$ cat src/rtl/pscfg_pkg.sv
package pscfg_pkg;
  typedef enum logic [2:0] {
    ST_IDLE,
    ST_REQ,
    ST_SETTLE,
    ST_POLL,
    ST_LOAD,
    ST_CHECK,
    ST_TRAIL
  } seq_st_e;

  typedef enum logic [1:0] {
    ERR_NONE    = 2'd0,
    ERR_NOSTAT  = 2'd1,
    ERR_TIMEOUT = 2'd2,
    ERR_NODONE  = 2'd3
  } err_e;
endpackage

$ cat src/rtl/pscfg_sync.sv
module pscfg_sync #(
  parameter int          W       = 2,
  parameter int          STAGES  = 2,
  parameter logic [W-1:0] RST_VAL = '0
) (
  input  logic         clk,
  input  logic         rst_n,
  input  logic [W-1:0] d_i,
  output logic [W-1:0] q_o
);
  for (genvar g = 0; g < W; g++) begin : g_bit
    logic [STAGES-1:0] ff;
    always_ff @(posedge clk or negedge rst_n) begin
      if (!rst_n) ff <= {STAGES{RST_VAL[g]}};
      else        ff <= {ff[STAGES-2:0], d_i[g]};
    end
    assign q_o[g] = ff[STAGES-1];
  end
endmodule

$ cat src/rtl/pscfg_seq.sv
module pscfg_seq
  import pscfg_pkg::*;
#(
  parameter int REQ_HOLD_CYC    = 250,
  parameter int REL_WAIT_CYC    = 250,
  parameter int RLS_TIMEOUT_CYC = 12_500_000
) (
  input  logic       clk,
  input  logic       rst_n,
  input  logic       start_i,
  input  logic       stat_low_i,
  input  logic       dev_done_i,
  input  logic       last_sent_i,
  input  logic       trail_done_i,
  output logic       cfg_req_n_o,
  output logic       shift_en_o,
  output logic       trail_go_o,
  output logic       done_o,
  output logic       fail_o,
  output logic [1:0] err_o
);
  localparam int MAX_AB = (REQ_HOLD_CYC > REL_WAIT_CYC) ? REQ_HOLD_CYC : REL_WAIT_CYC;
  localparam int MAX_C  = (MAX_AB > RLS_TIMEOUT_CYC) ? MAX_AB : RLS_TIMEOUT_CYC;
  localparam int TW     = $clog2(MAX_C + 1);

  seq_st_e       st;
  logic [TW-1:0] tmr;
  logic          done_q, fail_q, go_q;
  err_e          err_q;

  always_ff @(posedge clk or negedge rst_n) begin
    if (!rst_n) begin
      st     <= ST_IDLE;
      tmr    <= '0;
      done_q <= 1'b0;
      fail_q <= 1'b0;
      go_q   <= 1'b0;
      err_q  <= ERR_NONE;
    end else begin
      go_q <= 1'b0;
      unique case (st)
        ST_IDLE: begin
          if (start_i) begin
            st     <= ST_REQ;
            tmr    <= TW'(REQ_HOLD_CYC - 1);
            done_q <= 1'b0;
            fail_q <= 1'b0;
            err_q  <= ERR_NONE;
          end
        end
        ST_REQ: begin
          if (tmr != '0) begin
            tmr <= tmr - 1'b1;
          end else if (stat_low_i) begin
            st  <= ST_SETTLE;
            tmr <= TW'(REL_WAIT_CYC - 1);
          end else begin
            st     <= ST_IDLE;
            fail_q <= 1'b1;
            err_q  <= ERR_NOSTAT;
          end
        end
        ST_SETTLE: begin
          if (tmr != '0) begin
            tmr <= tmr - 1'b1;
          end else begin
            st  <= ST_POLL;
            tmr <= TW'(RLS_TIMEOUT_CYC - 1);
          end
        end
        ST_POLL: begin
          if (!stat_low_i) begin
            st <= ST_LOAD;
          end else if (tmr == '0) begin
            st     <= ST_IDLE;
            fail_q <= 1'b1;
            err_q  <= ERR_TIMEOUT;
          end else begin
            tmr <= tmr - 1'b1;
          end
        end
        ST_LOAD: begin
          if (last_sent_i) st <= ST_CHECK;
        end
        ST_CHECK: begin
          if (dev_done_i) begin
            st   <= ST_TRAIL;
            go_q <= 1'b1;
          end else begin
            st     <= ST_IDLE;
            fail_q <= 1'b1;
            err_q  <= ERR_NODONE;
          end
        end
        ST_TRAIL: begin
          if (trail_done_i) begin
            st     <= ST_IDLE;
            done_q <= 1'b1;
          end
        end
        default: st <= ST_IDLE;
      endcase
    end
  end

  assign cfg_req_n_o = (st != ST_REQ);
  assign shift_en_o  = (st == ST_LOAD);
  assign trail_go_o  = go_q;
  assign done_o      = done_q;
  assign fail_o      = fail_q;
  assign err_o       = err_q;

  // the request never lasts only a single cycle
  p_req_hold_r1: assert property (@(posedge clk) disable iff (!rst_n)
    $fell(cfg_req_n_o) |=> !cfg_req_n_o);

  // bytes flow only once the status release was seen
  p_load_after_release_r3: assert property (@(posedge clk) disable iff (!rst_n)
    $rose(shift_en_o) |-> !$past(stat_low_i));
endmodule

$ cat src/rtl/pscfg_shift.sv
module pscfg_shift #(
  parameter int BYTE_W       = 8,
  parameter int HALF_CYC     = 2,
  parameter int TRAIL_PULSES = 12
) (
  input  logic              clk,
  input  logic              rst_n,
  input  logic              shift_en_i,
  input  logic              s_valid_i,
  input  logic [BYTE_W-1:0] s_data_i,
  input  logic              s_last_i,
  output logic              s_ready_o,
  input  logic              trail_go_i,
  output logic              dclk_o,
  output logic              data_o,
  output logic              last_sent_o,
  output logic              trail_done_o
);
  localparam int HW = $clog2(HALF_CYC + 1);
  localparam int BW = (BYTE_W > 1) ? $clog2(BYTE_W) : 1;
  localparam int PW = $clog2(TRAIL_PULSES + 1);

  logic              busy_q, trail_q, hi_q, dclk_q, last_q, fin_q;
  logic              last_sent_q, trail_done_q;
  logic [HW-1:0]     tmr;
  logic [BW-1:0]     bit_cnt;
  logic [PW-1:0]     pulse_cnt;
  logic [BYTE_W-1:0] shreg;
  logic              take;

  assign s_ready_o = shift_en_i & ~busy_q & ~fin_q;
  assign take      = s_valid_i & s_ready_o;

  always_ff @(posedge clk or negedge rst_n) begin
    if (!rst_n) begin
      busy_q       <= 1'b0;
      trail_q      <= 1'b0;
      hi_q         <= 1'b0;
      dclk_q       <= 1'b0;
      last_q       <= 1'b0;
      fin_q        <= 1'b0;
      last_sent_q  <= 1'b0;
      trail_done_q <= 1'b0;
      tmr          <= '0;
      bit_cnt      <= '0;
      pulse_cnt    <= '0;
      shreg        <= '0;
    end else begin
      last_sent_q  <= 1'b0;
      trail_done_q <= 1'b0;
      if (!shift_en_i) fin_q <= 1'b0;

      if (take) begin
        busy_q  <= 1'b1;
        shreg   <= s_data_i;
        dclk_q  <= 1'b0;
        hi_q    <= 1'b0;
        tmr     <= HW'(HALF_CYC - 1);
        bit_cnt <= '0;
        last_q  <= s_last_i;
        if (s_last_i) fin_q <= 1'b1;
      end else if (busy_q) begin
        if (tmr != '0) begin
          tmr <= tmr - 1'b1;
        end else if (!hi_q) begin
          hi_q   <= 1'b1;
          dclk_q <= 1'b1;
          tmr    <= HW'(HALF_CYC - 1);
        end else if (bit_cnt == BW'(BYTE_W - 1)) begin
          busy_q      <= 1'b0;
          hi_q        <= 1'b0;
          dclk_q      <= 1'b0;
          shreg       <= '0;
          last_sent_q <= last_q;
        end else begin
          bit_cnt <= bit_cnt + 1'b1;
          shreg   <= shreg >> 1;
          hi_q    <= 1'b0;
          dclk_q  <= 1'b0;
          tmr     <= HW'(HALF_CYC - 1);
        end
      end else if (trail_go_i) begin
        trail_q   <= 1'b1;
        hi_q      <= 1'b1;
        dclk_q    <= 1'b1;
        tmr       <= HW'(HALF_CYC - 1);
        pulse_cnt <= '0;
      end else if (trail_q) begin
        if (tmr != '0) begin
          tmr <= tmr - 1'b1;
        end else if (hi_q) begin
          hi_q   <= 1'b0;
          dclk_q <= 1'b0;
          tmr    <= HW'(HALF_CYC - 1);
        end else if (pulse_cnt == PW'(TRAIL_PULSES - 1)) begin
          trail_q      <= 1'b0;
          trail_done_q <= 1'b1;
        end else begin
          pulse_cnt <= pulse_cnt + 1'b1;
          hi_q      <= 1'b1;
          dclk_q    <= 1'b1;
          tmr       <= HW'(HALF_CYC - 1);
        end
      end
    end
  end

  assign dclk_o       = dclk_q;
  assign data_o       = shreg[0];
  assign last_sent_o  = last_sent_q;
  assign trail_done_o = trail_done_q;

  // data must not move while the serial clock is high
  p_data_stable_r5: assert property (@(posedge clk) disable iff (!rst_n)
    (dclk_o && $past(dclk_o)) |-> $stable(data_o));

  // a byte is never taken while the previous one is still shifting
  p_no_take_busy_r4: assert property (@(posedge clk) disable iff (!rst_n)
    (s_valid_i && s_ready_o) |=> (busy_q && !s_ready_o));
endmodule

$ cat src/rtl/pscfg_master.sv
module pscfg_master #(
  parameter int BYTE_W          = 8,
  parameter int REQ_HOLD_CYC    = 250,
  parameter int REL_WAIT_CYC    = 250,
  parameter int RLS_TIMEOUT_CYC = 12_500_000,
  parameter int HALF_CYC        = 2,
  parameter int TRAIL_PULSES    = 12
) (
  input  logic              clk,
  input  logic              rst_n,
  input  logic              start_i,
  input  logic              s_valid_i,
  input  logic [BYTE_W-1:0] s_data_i,
  input  logic              s_last_i,
  output logic              s_ready_o,
  input  logic              stat_n_i,
  input  logic              cfg_done_i,
  output logic              cfg_req_n_o,
  output logic              cfg_clk_o,
  output logic              cfg_data_o,
  output logic              done_o,
  output logic              fail_o,
  output logic [1:0]        err_o
);
  logic [1:0] dev_raw, dev_sync;
  logic       stat_low, dev_done;
  logic       shift_en, trail_go, last_sent, trail_done;

  assign dev_raw = {stat_n_i, cfg_done_i};

  pscfg_sync #(.W(2), .STAGES(2), .RST_VAL(2'b10)) u_sync (
    .clk   (clk),
    .rst_n (rst_n),
    .d_i   (dev_raw),
    .q_o   (dev_sync)
  );

  assign stat_low = ~dev_sync[1];
  assign dev_done = dev_sync[0];

  pscfg_seq #(
    .REQ_HOLD_CYC    (REQ_HOLD_CYC),
    .REL_WAIT_CYC    (REL_WAIT_CYC),
    .RLS_TIMEOUT_CYC (RLS_TIMEOUT_CYC)
  ) u_seq (
    .clk          (clk),
    .rst_n        (rst_n),
    .start_i      (start_i),
    .stat_low_i   (stat_low),
    .dev_done_i   (dev_done),
    .last_sent_i  (last_sent),
    .trail_done_i (trail_done),
    .cfg_req_n_o  (cfg_req_n_o),
    .shift_en_o   (shift_en),
    .trail_go_o   (trail_go),
    .done_o       (done_o),
    .fail_o       (fail_o),
    .err_o        (err_o)
  );

  pscfg_shift #(
    .BYTE_W       (BYTE_W),
    .HALF_CYC     (HALF_CYC),
    .TRAIL_PULSES (TRAIL_PULSES)
  ) u_shift (
    .clk          (clk),
    .rst_n        (rst_n),
    .shift_en_i   (shift_en),
    .s_valid_i    (s_valid_i),
    .s_data_i     (s_data_i),
    .s_last_i     (s_last_i),
    .s_ready_o    (s_ready_o),
    .trail_go_i   (trail_go),
    .dclk_o       (cfg_clk_o),
    .data_o       (cfg_data_o),
    .last_sent_o  (last_sent),
    .trail_done_o (trail_done)
  );

  // on abort every device-facing line is back at idle
  p_idle_on_fail_r8: assert property (@(posedge clk) disable iff (!rst_n)
    $rose(fail_o) |-> (cfg_req_n_o && !cfg_clk_o && !cfg_data_o));

  // a nonzero reason only accompanies a failure
  p_err_needs_fail_r8: assert property (@(posedge clk) disable iff (!rst_n)
    (err_o != 2'd0) |-> fail_o);

  // success and failure never show together
  p_done_fail_excl_r7: assert property (@(posedge clk) disable iff (!rst_n)
    !(done_o && fail_o));

  // the stream is closed whenever a result is on display
  p_ready_closed_r4: assert property (@(posedge clk) disable iff (!rst_n)
    s_ready_o |-> (!done_o && !fail_o && cfg_req_n_o));
endmodule

$ cat config.mk
export PLATFORM = sky130hd
export DESIGN_NAME = pscfg_master
export DESIGN_NICKNAME = d
export VERILOG_FILES = /design/src/rtl/pscfg_pkg.sv /design/src/rtl/pscfg_sync.sv /design/src/rtl/pscfg_seq.sv /design/src/rtl/pscfg_shift.sv /design/src/rtl/pscfg_master.sv
export SDC_FILE = /design/constraint.sdc
export NUM_CORES = 1
export LEC_CHECK = 0
export BUFFER_PORTS_ARGS = -buffer_cell sky130_fd_sc_hd__buf_2
export CAP_MARGIN = 10
export CORE_UTILIZATION = 35
export CTS_CLUSTER_SIZE = 28
export DETAILED_ROUTE_END_ITERATION = 8
export GPL_ROUTABILITY_DRIVEN = 1
export HOLD_SLACK_MARGIN = 0.15
export PLACE_DENSITY_LB_ADDON = 0.2
export SLEW_MARGIN = 20
export SYNTH_ARGS = -nofsm -noshare
export SYNTH_HDL_FRONTEND = slang
export SYNTH_SLANG_ARGS = --single-unit
$ cat constraint.sdc
create_clock -name clk -period 2.7 [get_ports clk]
set_input_delay 0.675 -clock clk [delete_from_list [all_inputs] [get_ports clk]]
set_output_delay 0.675 -clock clk [all_outputs]
set_load 0.01 [all_outputs]
# [Yosys cells after proc, flatten, opt, wreduce, memory -nomap -nowiden]
# Index checks and enable logic that the tools add are counted.
[classes] n_addsub=4 eq_ne=31 mux=100 bitwise_logic=6 reduce_logical=22
[ops] op="24-bit 2-to-1 mux" count=6
[ops] op="24-bit one-hot mux with 4 select lines" count=1
[ops] op="1-bit 2-to-1 mux" count=49
[ops] op="3-bit 2-to-1 mux" count=13
[ops] op="2-bit 2-to-1 mux" count=17
[ops] op="8-bit 2-to-1 mux" count=4
[ops] op="24-bit logical NOT" count=1
[ops] op="24-bit nonzero test" count=1
[ops] op="24-bit by 1-bit subtractor with 24-bit output, second input constant" count=1
[ops] op="2-bit inequality test, second input constant" count=11
[ops] op="3-bit one-hot mux with 7 select lines" count=1
[ops] op="4-bit 2-to-1 mux" count=5
[ops] op="3-bit equality test, second input constant" count=4
[ops] op="3-bit AND reduction" count=4
[ops] op="6-bit AND reduction" count=2
[ops] op="4-bit nonzero test" count=3
[ops] op="2-bit nonzero test" count=5
[ops] op="3-bit by 2-bit inequality test with 1-bit output, second input constant" count=3
[ops] op="2-bit by 1-bit inequality test with 1-bit output, second input constant" count=4
[ops] op="2-bit one-hot mux with 4 select lines" count=1
[ops] op="4-bit AND reduction" count=2
[ops] op="7-bit 2-to-1 mux" count=1
[ops] op="7-bit AND reduction" count=1
[ops] op="3-bit by 2-bit equality test with 1-bit output, second input constant" count=2
[ops] op="other kinds (17)" count=21
[word_totals] register_bits=61 input_bits=15 out_inout_bits=8 wordCells=183

# [Logic depth before layout (Yosys ltp)]
# Gate-level depths: netlist of the first run.
[depth] ltp_word=8 depth_mapped=9

# [Modules after synthesis]
# From an unflattened synthesis of the first run, not the netlist that was laid out.
[hier_totals] hier_cells=379 hier_area_um2=3553.4
[by_module_without_submodules] module="pscfg_seq" n_inst=1 cells_each=245 area_each_um2=2139.6 seq_area_each_um2=800.8
[by_module_without_submodules] module="pscfg_shift" n_inst=1 cells_each=127 area_each_um2=1292.5 seq_area_each_um2=625.6
[by_module_without_submodules] module="pscfg_sync" n_inst=1 cells_each=6 area_each_um2=117.6 seq_area_each_um2=102.6
[by_module_without_submodules] module="pscfg_master" n_inst=1 cells_each=1 area_each_um2=3.8 seq_area_each_um2=0.0

# [Worst setup path after synthesis of the first run]
# No wires, ideal clock.
[synth_path] path_type="register -> register" start="register u_seq.st[1]" end="register u_shift.bit_cnt[0]" arrival_ns=2.058 required_ns=2.575 path_slack_ns=0.518 stages_incl_launch_ff=9 cell_sequence="dfrtp_1 buf_4 or3b_1 nor3_1 and2_1 clkbuf_2 a31oi_1 a21o_1 mux2_2"
[synth_between] elab_chain_len=6
[synth_rtl] item="start: declaration" line="pscfg_seq.sv:26" source="seq_st_e st;"
[synth_rtl] item="start signal: assignment" line="pscfg_seq.sv:33" source="st <= ST_IDLE;"
[synth_rtl] item="start signal: assignment" line="pscfg_seq.sv:44" source="st <= ST_REQ;"
[synth_rtl] item="start signal: assignment" line="pscfg_seq.sv:55" source="st <= ST_SETTLE;"
[synth_rtl] item="3-bit equality test *" line="pscfg_seq.sv:107" source="assign shift_en_o = (st == ST_LOAD);"
[synth_rtl] item="1-bit bitwise AND * (2 in series)" line="pscfg_shift.sv:31" source="assign s_ready_o = shift_en_i & ~busy_q & ~fin_q;"
[synth_rtl] item="net s_ready_o" line="pscfg_master.sv:15" source="output logic s_ready_o,"
[synth_rtl] item="1-bit bitwise AND *" line="pscfg_shift.sv:32" source="assign take = s_valid_i & s_ready_o;"
[synth_rtl] item="2-bit by 1-bit inequality test with 1-bit output (no line) or 2-bit nonzero test (tied branches)"
[synth_rtl] item="4-bit AND reduction (no line)"
[synth_rtl] item="end signal: assignment" line="pscfg_shift.sv:76" source="bit_cnt <= bit_cnt + 1'b1;"
[synth_rtl] item="end: declaration" line="pscfg_shift.sv:26" source="logic [BW-1:0] bit_cnt;"
# The timed path passes the listed nets; every way through them passes the cells marked *.
# A chain may end at the register's enable or synchronous reset.

# [Worst setup path in the final report of the first run]
[layout_path] start="register u_seq.tmr[0]" end="register u_seq.tmr[23]"
[layout_between] elab_chain_len=4
[layout_rtl] item="start: declaration" line="pscfg_seq.sv:27" source="logic [TW-1:0] tmr;"
[layout_rtl] item="start signal: assignment" line="pscfg_seq.sv:45" source="tmr <= TW'(REQ_HOLD_CYC - 1);"
[layout_rtl] item="start signal: assignment" line="pscfg_seq.sv:53" source="tmr <= tmr - 1'b1;"
[layout_rtl] item="start signal: assignment" line="pscfg_seq.sv:56" source="tmr <= TW'(REL_WAIT_CYC - 1);"
[layout_rtl] item="24-bit by 1-bit subtractor with 24-bit output" line="pscfg_seq.sv:53, pscfg_seq.sv:65, pscfg_seq.sv:79"
[layout_rtl] item="24-bit 2-to-1 mux" line="pscfg_seq.sv:74" source="end else if (tmr == '0) begin"
[layout_rtl] item="24-bit 2-to-1 mux" line="pscfg_seq.sv:72" source="if (!stat_low_i) begin"
[layout_rtl] item="24-bit one-hot mux with 4 select lines" line="pscfg_seq.sv:41" source="unique case (st)"
# Parallel ways exist; a longest one is shown, timed or not. The select of a mux whose other input is x is not followed.

==> summary.txt, run 1 <==
Cells and area
  • Fill cells: 943
  • Non-Filler Instances: 539
  • Share of layout cells above drive strength 1: 17.6%
  • Inserted Diodes: 0
  • Fin nets: 425
  • Synth-to-layout area growth: 15.2%
  • Design Area, Final: 0.00389 mm2
  • Storage cell area: 0.00153 mm2
  • Multi-input logic area: 0.00170 mm2

Critical path
  • Setup Crit Path Kind: reg -> reg
  • Crit path capture type: register
  • CP top delay family: simple AND/OR/NAND/NOR gates
  • CP bufs+invs: 2
  • Instance count on the critical path: 9
  • CP Cell Sequence: inv_1 > ha_1 > nor2b_1 > nand4_1 > nor3_2 > buf_4 > or2_2 > or3_1 > o311ai_0
  • R2R cell count: 9
  • Worst setup SP type: register
  • Worst EP arrival: 2.64 ns
  • Max FO, Critical Path: 7
  • CP max stage delay: 0.40 ns
  • Flop2flop setup slack: 0.28 ns
  • Slowest CP cell: or3_1
  • Required @ worst endpoint: 2.92 ns

Yosys
  • Synth Flop Type: dfrtp_1
  • Synth area leaders: dfrtp_1, o21ai_0, nand2_1
  • Net Count, Synth: 397
  • Post-synth EDFFs: 0
  • Post-Syn Area per Cell: 8.96 um2
  • Fraction of post-synthesis cell area in the top cell type by area: 43.7%
  • Unique cell type count in the Yosys netlist: 58
  • Cells after synthesis: 377
  • Post-synth ARST share: 100%
  • Synthesized flop and latch total: 61
  • Area leader, netlist: dfrtp_1
  • Sequential area share after synthesis: 45.3%
  • Yosys warns: 0
  • Netlist Area Pre-Place: 0.00338 mm2

STA
  • Final cycle utilization of the critical path: 89.5%
  • Worst slew pin tran: 0.551 ns
  • Achievable Freq: 414 MHz
  • Final setup skew: 0.0138 ns
  • Endpoints failing setup: 0
  • Max-slew headroom: 63.0%
  • Final hold violation count: 0
  • Setup TNS: 0 ns
  • Tmin final: 2.42 ns
  • RSZ-0062 raised after global routing: false
  • Max-slew violation count: 0

Clocking
  • CTS resizes: 0
  • Skew-Pair Late Insertion Delay: 0.35 ns
  • Post-CTS setup buffers: 0
  • Bufs on Longest Clock Path: 2
  • Clock sinks: 61
  • Worst-path clk slew: 0.08 ns
  • TritonCTS clock tree: built
  • Hold buffers post-CTS: 0
  • CTS buffer count: 9
  • H-tree Lvls: 3
  • Root Buffer: clkbuf_8

Place
  • DP Wirelength: 5570 um
  • Port Buffers: 22
  • Post-DP Area: 0.00367 mm2
  • Routability congestion estimate: 0.823
  • Placed cell count: 523

Floorplanning
  • CORE AREA: 0.00928 mm2
  • Num rows: 35
  • Initial core utilization: 36.4%
  • Area of the die: 0.0100 mm2
  • Die H: 100 um
  • Die X: 100 um
  • Boundary Pins: 23

Routing
  • WL met2: 3730 um
  • Drt pass-1 iters: 5
  • Met1 wire length: 3950 um
  • Vias per std cell: 5.45
  • Avg WL per Cell: 14.9 um
  • WL final: 8050 um
  • DR vias: 2940
  • Met3 WL: 258 um
  • Max Used Layer: met4
  • DRC: 0
  • Routed Antenna Nets: 0
  • Starting DRT DRC Count: 247

Pwr
  • Leakage: 0.00153 uW
  • Power density over cell area: 485 mW/mm2
  • VDD IR max: 289 uV

Run
  • Max-cap violations: 0

Global route
  • Global route total overflow: 0
  • Tot GR Track Use: 17.4%
  • Initial antenna violation count: 0
  • Number of global-route vias before repair: 2781
  • Pin count of the biggest net entering global routing: 24
  • First-pass GRT wire length: 13900 um

Min path
  • Hold WC Path Type: in -> async

Status
  • Run status: finished, final reports clean
-- worst reg2reg max path, cell delays in order, from the launching register on --
cell and delay [ns]:
dfrtp_1 0.37, inv_1 0.08, ha_1 0.19, nor2b_1 0.16, nand4_1 0.18, nor3_2 0.09, buf_4 0.16, or2_2 0.33
or3_1 0.40, o311ai_0 0.33
-- flip-flops by register name, indices dropped and copies added, names as in the netlist --
register,count
u_seq.done_o,1
u_seq.err_o,2
u_seq.fail_o,1
u_seq.st,3
u_seq.tmr,24
u_seq.trail_go_o,1
u_shift.bit_cnt,3
u_shift.busy_q,1
u_shift.dclk_o,1
u_shift.fin_q,1
u_shift.hi_q,1
u_shift.last_q,1
u_shift.last_sent_o,1
u_shift.pulse_cnt,4
u_shift.shreg,8
u_shift.tmr,2
u_shift.trail_done_o,1
u_shift.trail_q,1
u_sync.g_bit.ff,4
-- logic make-up (layout without fill, tap and decap cells) --
logic type	after synthesis	count (layout)	share of synthesized area [%]
buf+inv	32	65	4.33
mux	6	6	1.96
simple gates	161	161	25.8
fa+ha+maj	5	5	1.85
compound gates	110	110	20.3
xor+xnor	2	2	0.519
flops	61	61	45.3
-- synthesized netlist by cell type, types with 2 or more instances --
cell type,n
nor2b_1,3
nor4_4,2
nand3b_1,2
a2bb2oi_1,2
a211oi_1,4
clkbuf_1,12
o31ai_1,6
and3_1,4
a22oi_1,2
nor4_1,5
a21oi_1,26
o211ai_1,5
mux2_2,5
dfrtp_1,59
nand4b_1,2
nor2_1,28
or3_1,10
xnor2_1,2
o22a_1,2
buf_4,3
nor3b_1,8
nand2b_1,2
a31oi_1,3
inv_1,9
nand4_1,5
a21o_1,3
o21ai_0,41
nor3_1,27
o22ai_1,2
nor4b_1,2
a22o_1,4
dfstp_2,2
o311ai_0,2
nand3_1,11
nand2_1,40
buf_2,5
nor3_2,2
ha_1,5
-- path summary, 6_finish.rpt --
path / to / startpoint
max reg2reg: u_seq.tmr[23] / u_seq.tmr[0]
min reg2reg: u_sync.g_bit[1].ff[1] / u_sync.g_bit[1].ff[0]
max: u_seq.tmr[23] / u_seq.tmr[0]
min: u_shift.shreg[3] / rst_n
max in group asynchronous: u_sync.g_bit[1].ff[0] / rst_n
min in group clk: u_sync.g_bit[1].ff[1] / u_sync.g_bit[1].ff[0]
-- metal layers --
metal / vias to the layer above / track usage, %
li1: 1445 / -
met1: 1431 / 24.7
met2: 56 / 26.2
met3: 8 / 3.55
met4: 0 / 6.02
met5: - / 0
-- where the power goes --
group,leakage (uW),switching [uW],internal (uW),total [uW]
Combinational,0.000714,25.0,11.8,36.8
Sequential,0.000713,2.38,917,920
Clock,0.000106,406,524,930
Total,0.00153,433,1450,1890
-- final cells by class --
cell class              instances  share of cell area (%)
well taps                     129                    4.15
clock inverters                 7                    2.51
inverters                      10                   0.965
multi-input cells             284                    43.8
flip-flops and latches         61                    39.3
repair buffers                 39                    6.11
clock buffers                   9                    3.19
-- placed cells by master, fill, tap and decap left out, types with 3 or more instances in the layout --
cell / netlist / final
a211oi_1: 4 / 4
or3_1: 10 / 10
o21ai_0: 41 / 41
nand3_1: 11 / 11
buf_2: 5 / 22
nor2b_1: 3 / 3
a21oi_1: 26 / 26
ha_1: 5 / 5
o31ai_1: 6 / 6
dfrtp_1: 59 / 59
and3_1: 4 / 4
nor4_1: 5 / 5
inv_1: 9 / 9
a21o_1: 3 / 3
nand2_1: 40 / 40
nor3b_1: 8 / 8
nor3_1: 27 / 27
a31oi_1: 3 / 3
nand4_1: 5 / 5
nor2_1: 28 / 28
buf_4: 3 / 17
o211ai_1: 5 / 5
mux2_2: 5 / 5
clkbuf_8: 0 / 9
a22o_1: 4 / 4
-- stage by stage --
| step | worst slack (ns) | hold WS (ns) | power (uW) | utilization, % |
|---|---|---|---|---|
| after floorplan | 0.518 | 0.331 | 942 | - |
| after global placement | 0.367 | 0.346 | 976 | 39.5 |
| after detailed placement | 0.344 | 0.347 | 976 | 39.5 |
| after CTS | 0.319 | 0.305 | 1910 | 41.9 |
| after global routing | 0.124 | 0.315 | 1950 | 41.9 |
| final | 0.285 | 0.288 | 1890 | 41.9 |
Power figures use the tool's default switching activity.
==> run 2, diff against run 1 <==
==> constraint.sdc (replaced) <==
create_clock -name clk -period 2.6 [get_ports clk]
set_input_delay 0.65 -clock clk [delete_from_list [all_inputs] [get_ports clk]]
set_output_delay 0.65 -clock clk [all_outputs]
set_load 0.01 [all_outputs]
==> run 2 against run 1 <==
  * Sequential power rose by 3.8%
  * Count of clock-buffer cells in the layout increased by 1
  * Critical path depth shrank 3
  * Clock skew hardly changed
  * Non-clock buffer count did not move
  * Wire length fell by 0.29%
  * Global-route usage is 0.062 points lower
==> summary.txt, run 2 (synthesis results as in run 1) <==
Status
  • Run status: finished, final reports clean

Global route
  • First-pass GRT wire length: 13700 um
  • Pin count of the biggest net entering global routing: 33
  • Initial antenna violation count: 0
  • Number of global-route vias before repair: 2779
  • Tot GR Track Use: 17.3%
  • Global route total overflow: 0

Clocking
  • Worst-path clk slew: 0.08 ns
  • Skew-Pair Late Insertion Delay: 0.34 ns
  • Hold buffers post-CTS: 0
  • Root Buffer: clkbuf_8
  • CTS buffer count: 9
  • TritonCTS clock tree: built
  • H-tree Lvls: 3
  • Bufs on Longest Clock Path: 2
  • CTS resizes: 0
  • Post-CTS setup buffers: 0
  • Clock sinks: 61

Floorplanning
  • Num rows: 35
  • Boundary Pins: 23
  • Initial core utilization: 36.4%
  • Die H: 100 um
  • Die X: 100 um
  • CORE AREA: 0.00928 mm2
  • Area of the die: 0.0100 mm2

Place
  • Port Buffers: 22
  • DP Wirelength: 5640 um
  • Routability congestion estimate: 0.789

Routing
  • Avg WL per Cell: 14.9 um
  • DR vias: 2931
  • Routed Antenna Nets: 0
  • WL final: 8030 um
  • Drt pass-1 iters: 4
  • Vias per std cell: 5.44
  • DRC: 0
  • Starting DRT DRC Count: 178

STA
  • Max-slew violation count: 0
  • Achievable Freq: 434 MHz
  • Final setup skew: 0.0140 ns
  • RSZ-0062 raised after global routing: false
  • Max-slew headroom: 48.7%
  • Final hold violation count: 0
  • Worst slew pin tran: 0.766 ns
  • Endpoints failing setup: 0
  • Final cycle utilization of the critical path: 88.6%
  • Setup TNS: 0 ns
  • Tmin final: 2.30 ns

Critical path
  • CP top delay family: simple AND/OR/NAND/NOR gates
  • Setup Crit Path Kind: reg -> reg
  • Worst setup SP type: register
  • Slowest CP cell: or3_4
  • CP max stage delay: 0.47 ns
  • Worst EP arrival: 2.52 ns
  • CP bufs+invs: 0
  • Max FO, Critical Path: 7
  • Crit path capture type: register
  • CP Cell Sequence: nor4_4 > nand4_2 > or3_4 > o311ai_2 > and3b_1 > a21oi_1
  • Required @ worst endpoint: 2.81 ns

Cells and area
  • Fin nets: 425
  • Reg with most FFs: u_seq.tmr
  • Most frequent cells in the layout: dfrtp_1, o21ai_0, nand2_1
  • Most common cell after layout, fill and taps aside: dfrtp_1
  • Synth-to-layout area growth: 15.5%
  • Top Registers: u_seq.tmr: 24 flops, u_shift.shreg: 8 flops
  • Max FFs per register: 24
  • Inserted Diodes: 0
  • Share of layout cells above drive strength 1: 17.6%

Pwr
  • VDD IR max: 259 uV
  • PnR Total Power: 1890 uW
  • Leakage: 0.00153 uW
  • Power density over cell area: 485 mW/mm2

Min path
  • Hold WC Path Type: in -> async

Run
  • Max-cap violations: 0
## run 2: changes by cell type in the layout (fill, tap and decap cells not counted)
cell	previous run	this run
buf_12	0	2
buf_4	17	15
bufinv_16	2	1
clkbuf_8	9	10
clkinv_2	1	0
clkinvlp_4	2	3
## run 2: final cells by class
class                           count  area, um2
Inverter                           10       37.5
Tap cell                          129        161
Clock inverter                      6       70.1
Fill cell                         945       5380
Clock buffer                       10        138
Multi-Input combinational cell    284       1700
Sequential cell                    61       1530
Timing Repair Buffer               39        263
## run 2: per-layer routing
metal  part of all wire, %  routed length, um  global-route usage, %  vias up
li1                      -                  -                      -     1453
met1                    50               4000                   23.8     1398
met2                    45               3610                   26.6       68
met3                   3.4                277                   3.97       12
met4                   1.7                140                   6.35        0
met5                     0                  0                      0        -
## run 2: power by group
group | switching, uW | total (uW) | internal, uW
Clock | 423 | 899 | 475
Combinational | 25.8 | 39.1 | 13.4
Sequential | 2.43 | 955 | 953
## run 2: stage by stage
stage | cells | util [%] | area, um2 | setup WS [ns] | hold WS [ns]
2_1_floorplan | 377 | - | 3380 | 0.418 | 0.331
5_1_grt | 539 | 42.0 | 3900 | 0.134 | 0.368
4_1_cts | 539 | 42.0 | 3900 | 0.298 | 0.355
6_report | 539 | 42.0 | 3900 | 0.298 | 0.332
3_5_place_dp | 523 | 39.8 | 3690 | 0.288 | 0.347
3_3_place_gp | 523 | 39.8 | 3690 | 0.337 | 0.346
## run 2: path summary, 6_finish.rpt
kind	slack (ns)	endpoint	from	depth (start not counted)
setup / recovery	0.30	u_seq.tmr[14]	u_seq.tmr[11]	6
hold / removal	0.33	u_shift.shreg[7]	rst_n	1
setup reg to reg	0.30	u_seq.tmr[14]	u_seq.tmr[11]	6
hold reg to reg	0.36	u_sync.g_bit[1].ff[1]	u_sync.g_bit[1].ff[0]	0
max in group asynchronous	1.64	u_seq.tmr[1]	rst_n	2
min in group clk	0.36	u_sync.g_bit[1].ff[1]	u_sync.g_bit[1].ff[0]	0
==> run 3, diff against run 2 <==
--- a/config.mk
+++ b/config.mk
@@ -5,6 +5,7 @@
 export SDC_FILE = /design/constraint.sdc
 export NUM_CORES = 1
 export LEC_CHECK = 0
+export ABC_AREA = 1
 export BUFFER_PORTS_ARGS = -buffer_cell sky130_fd_sc_hd__buf_2
 export CAP_MARGIN = 10
 export CORE_UTILIZATION = 35
@@ -13,7 +14,7 @@
 export GPL_ROUTABILITY_DRIVEN = 1
 export HOLD_SLACK_MARGIN = 0.15
 export PLACE_DENSITY_LB_ADDON = 0.2
-export SLEW_MARGIN = 20
+export SLEW_MARGIN = 5
 export SYNTH_ARGS = -nofsm -noshare
 export SYNTH_HDL_FRONTEND = slang
 export SYNTH_SLANG_ARGS = --single-unit
==> constraint.sdc (replaced) <==
create_clock -name clk -period 2.4 [get_ports clk]
set_input_delay 0.6 -clock clk [delete_from_list [all_inputs] [get_ports clk]]
set_output_delay 0.6 -clock clk [all_outputs]
set_load 0.01 [all_outputs]
==> run 3 against run 2 <==
  * Clock power is 2% higher
  * Non-clock buffer count is 15 lower
  * Sequential cell count stayed put
  * Setup slack better by 0.035 ns
  * Total power is 130% higher
  * Critical path type is now reg -> out
  * Synthesized cell count is 19% higher
  * Register-to-register slack better by 0.14 ns
  * Critical endpoint is now cfg_req_n_o
  * Design area is 2.0% higher
==> summary.txt, run 3 <==
Critical path
  • Crit path capture type: output pin
  • Worst setup SP type: register
  • CP top delay family: flip-flops
  • CP bufs+invs: 3
  • Reg-to-Reg Start: u_seq.tmr[0]
  • CP Cell Sequence: inv_2 > nand2_2 > nor2_2 > inv_2 > buf_2
  • Flop2flop setup slack: 0.44 ns
  • R2R cell count: 9
  • Most used cell, CP: inv_2
  • FF-to-FF End: u_seq.tmr[4]
  • Slowest CP cell: dfrtp_1
  • Required @ worst endpoint: 1.80 ns
  • Setup Crit Path Kind: reg -> out
  • CP max stage delay: 0.44 ns
  • Worst EP arrival: 1.47 ns
  • Max FO, Critical Path: 10

Yosys
  • Post-synth EDFFs: 0
  • Net Count, Synth: 467
  • Unique cell type count in the Yosys netlist: 42
  • Fraction of post-synthesis cell area in the top cell type by area: 41.6%
  • Yosys warns: 0
  • Synthesized flop and latch total: 61
  • Post-synth ARST share: 100%
  • Post-Syn Area per Cell: 7.94 um2
  • Most common cell in the synthesized netlist: nand2_1
  • Synth Flop Type: dfrtp_1
  • Netlist Area Pre-Place: 0.00355 mm2
  • Top post-synthesis cells by count: nand2_1, nor2_1, dfrtp_1
  • Area leader, netlist: dfrtp_1
  • Cells after synthesis: 447
  • Sequential area share after synthesis: 43.1%
  • Synth area leaders: dfrtp_1, nand2_1, nor2_1

Clocking
  • Post-CTS setup buffers: 0
  • Hold buffers post-CTS: 0
  • TritonCTS clock tree: built
  • Bufs on Longest Clock Path: 2
  • Root Buffer: clkbuf_8
  • Worst-path clk slew: 0.08 ns
  • Skew-Pair Late Insertion Delay: 0.33 ns
  • Clock sinks: 61
  • H-tree Lvls: 3
  • CTS buffer count: 9
  • CTS resizes: 0

Routing
  • DRC: 0
  • WL final: 7700 um
  • Vias per std cell: 4.83
  • Routed Antenna Nets: 0
  • DR vias: 2958
  • Starting DRT DRC Count: 136
  • Avg WL per Cell: 12.6 um
  • Drt pass-1 iters: 6

Global route
  • Tot GR Track Use: 16.5%
  • Global route total overflow: 0
  • Pin count of the biggest net entering global routing: 44
  • Initial antenna violation count: 0
  • Number of global-route vias before repair: 2840
  • First-pass GRT wire length: 13500 um

Place
  • Port Buffers: 22
  • Routability congestion estimate: 0.878
  • DP Wirelength: 5650 um

STA
  • Endpoints failing setup: 0
  • Max-slew headroom: 62.1%
  • Worst slew pin tran: 0.569 ns
  • Tmin final: 2.07 ns
  • Final cycle utilization of the critical path: 86.2%
  • Final hold violation count: 0
  • Max-slew violation count: 0
  • Achievable Freq: 484 MHz
  • Setup TNS: 0 ns
  • RSZ-0062 raised after global routing: false
  • Final setup skew: 0.0121 ns
  • Final hold slack: 0.207 ns

Status
  • Run status: finished, final reports clean

Cells and area
  • Reg with most FFs: u_seq.tmr
  • Share of layout cells above drive strength 1: 17.3%
  • Top Registers: u_seq.tmr: 24 flops, u_shift.shreg: 8 flops
  • Fill cells: 1050
  • Inserted Diodes: 0
  • Fin nets: 494
  • Max FFs per register: 24
  • Synth-to-layout area growth: 12.1%
  • Most common cell after layout, fill and taps aside: nand2_1
  • Storage cell area: 0.00153 mm2
  • Most frequent cells in the layout: nand2_1, nor2_1, dfrtp_1
  • Multi-input logic area: 0.00179 mm2

Floorplanning
  • Area of the die: 0.0105 mm2
  • CORE AREA: 0.00982 mm2
  • Boundary Pins: 23
  • Die H: 103 um
  • Die X: 103 um
  • Num rows: 36
  • Initial core utilization: 36.1%

Pwr
  • Leakage: 0.00189 uW
  • VDD IR max: 620 uV
  • Power density over cell area: 1080 mW/mm2

Min path
  • Hold WC Path Type: in -> async

Run
  • Max-cap violations: 0
-- run 3: changes by cell type in the layout (fill, tap and decap cells not counted), moves of 10 or more --
cell,previous run,this run
o21ai_1,1,12
nor2_1,28,62
o21ai_0,41,15
buf_4,15,1
nor3_1,27,8
nand3_1,11,36
nand2_1,40,103
or3_1,10,0
inv_1,9,37
-- run 3: cell type report --
class / instances / area share [%]
clock buffers: 12 / 3.65
clock inverters: 4 / 1.20
multi-input cells: 336 / 45.1
repair buffers: 24 / 3.46
well taps: 133 / 4.19
flip-flops and latches: 61 / 38.5
inverters: 42 / 3.96
-- run 3: cells by family after synthesis --
group                      after synthesis  synth area share (%)
DFF                                     61                  43.1
and+or+nand+nor                        251                  34.3
adders and majority gates                5                  1.76
xor gates and xnor gates                11                  2.72
AOI/OAI and AO/OA                       69                  11.8
buffers and inverters                   50                  6.35
-- run 3: worst max path at each step --
stage	start	to	cells after the start
after global placement	u_seq.tmr[0]	u_seq.tmr[3]	9
after floorplan	u_seq.tmr[0]	u_seq.tmr[3]	10
after detailed placement	u_seq.tmr[0]	u_seq.tmr[3]	9
after CTS	u_seq.st[2]	cfg_req_n_o	5
after global routing	u_seq.st[2]	cfg_req_n_o	5
final	u_seq.st[2]	cfg_req_n_o	5
-- run 3: metal layers --
layer	part of all wire (%)	wire length, um	track usage [%]	up-vias
met5	0	0	0	-
met4	0.97	75	5.60	0
met3	2.9	222	2.92	8
met2	45	3490	26.1	41
met1	51	3910	22.8	1383
li1	-	-	-	1526
-- run 3: through the flow --
| step | cells | utilization, % | area, um2 | setup WS (ns) | total power, uW |
|---|---|---|---|---|---|
| 2_1_floorplan | 447 | - | 3550 | 0.824 | 3020 |
| 3_3_place_gp | 596 | 38.5 | 3780 | 0.510 | 3400 |
| 3_5_place_dp | 596 | 38.5 | 3780 | 0.448 | 3420 |
| 4_1_cts | 612 | 40.5 | 3980 | 0.296 | 4370 |
| 5_1_grt | 612 | 40.5 | 3980 | 0.193 | 4690 |
| 6_report | 612 | 40.5 | 3980 | 0.332 | 4310 |
-- run 3: power by group --
part,internal [uW],switching (uW)
clock network,506,412
logic,612,1270
registers,1300,209
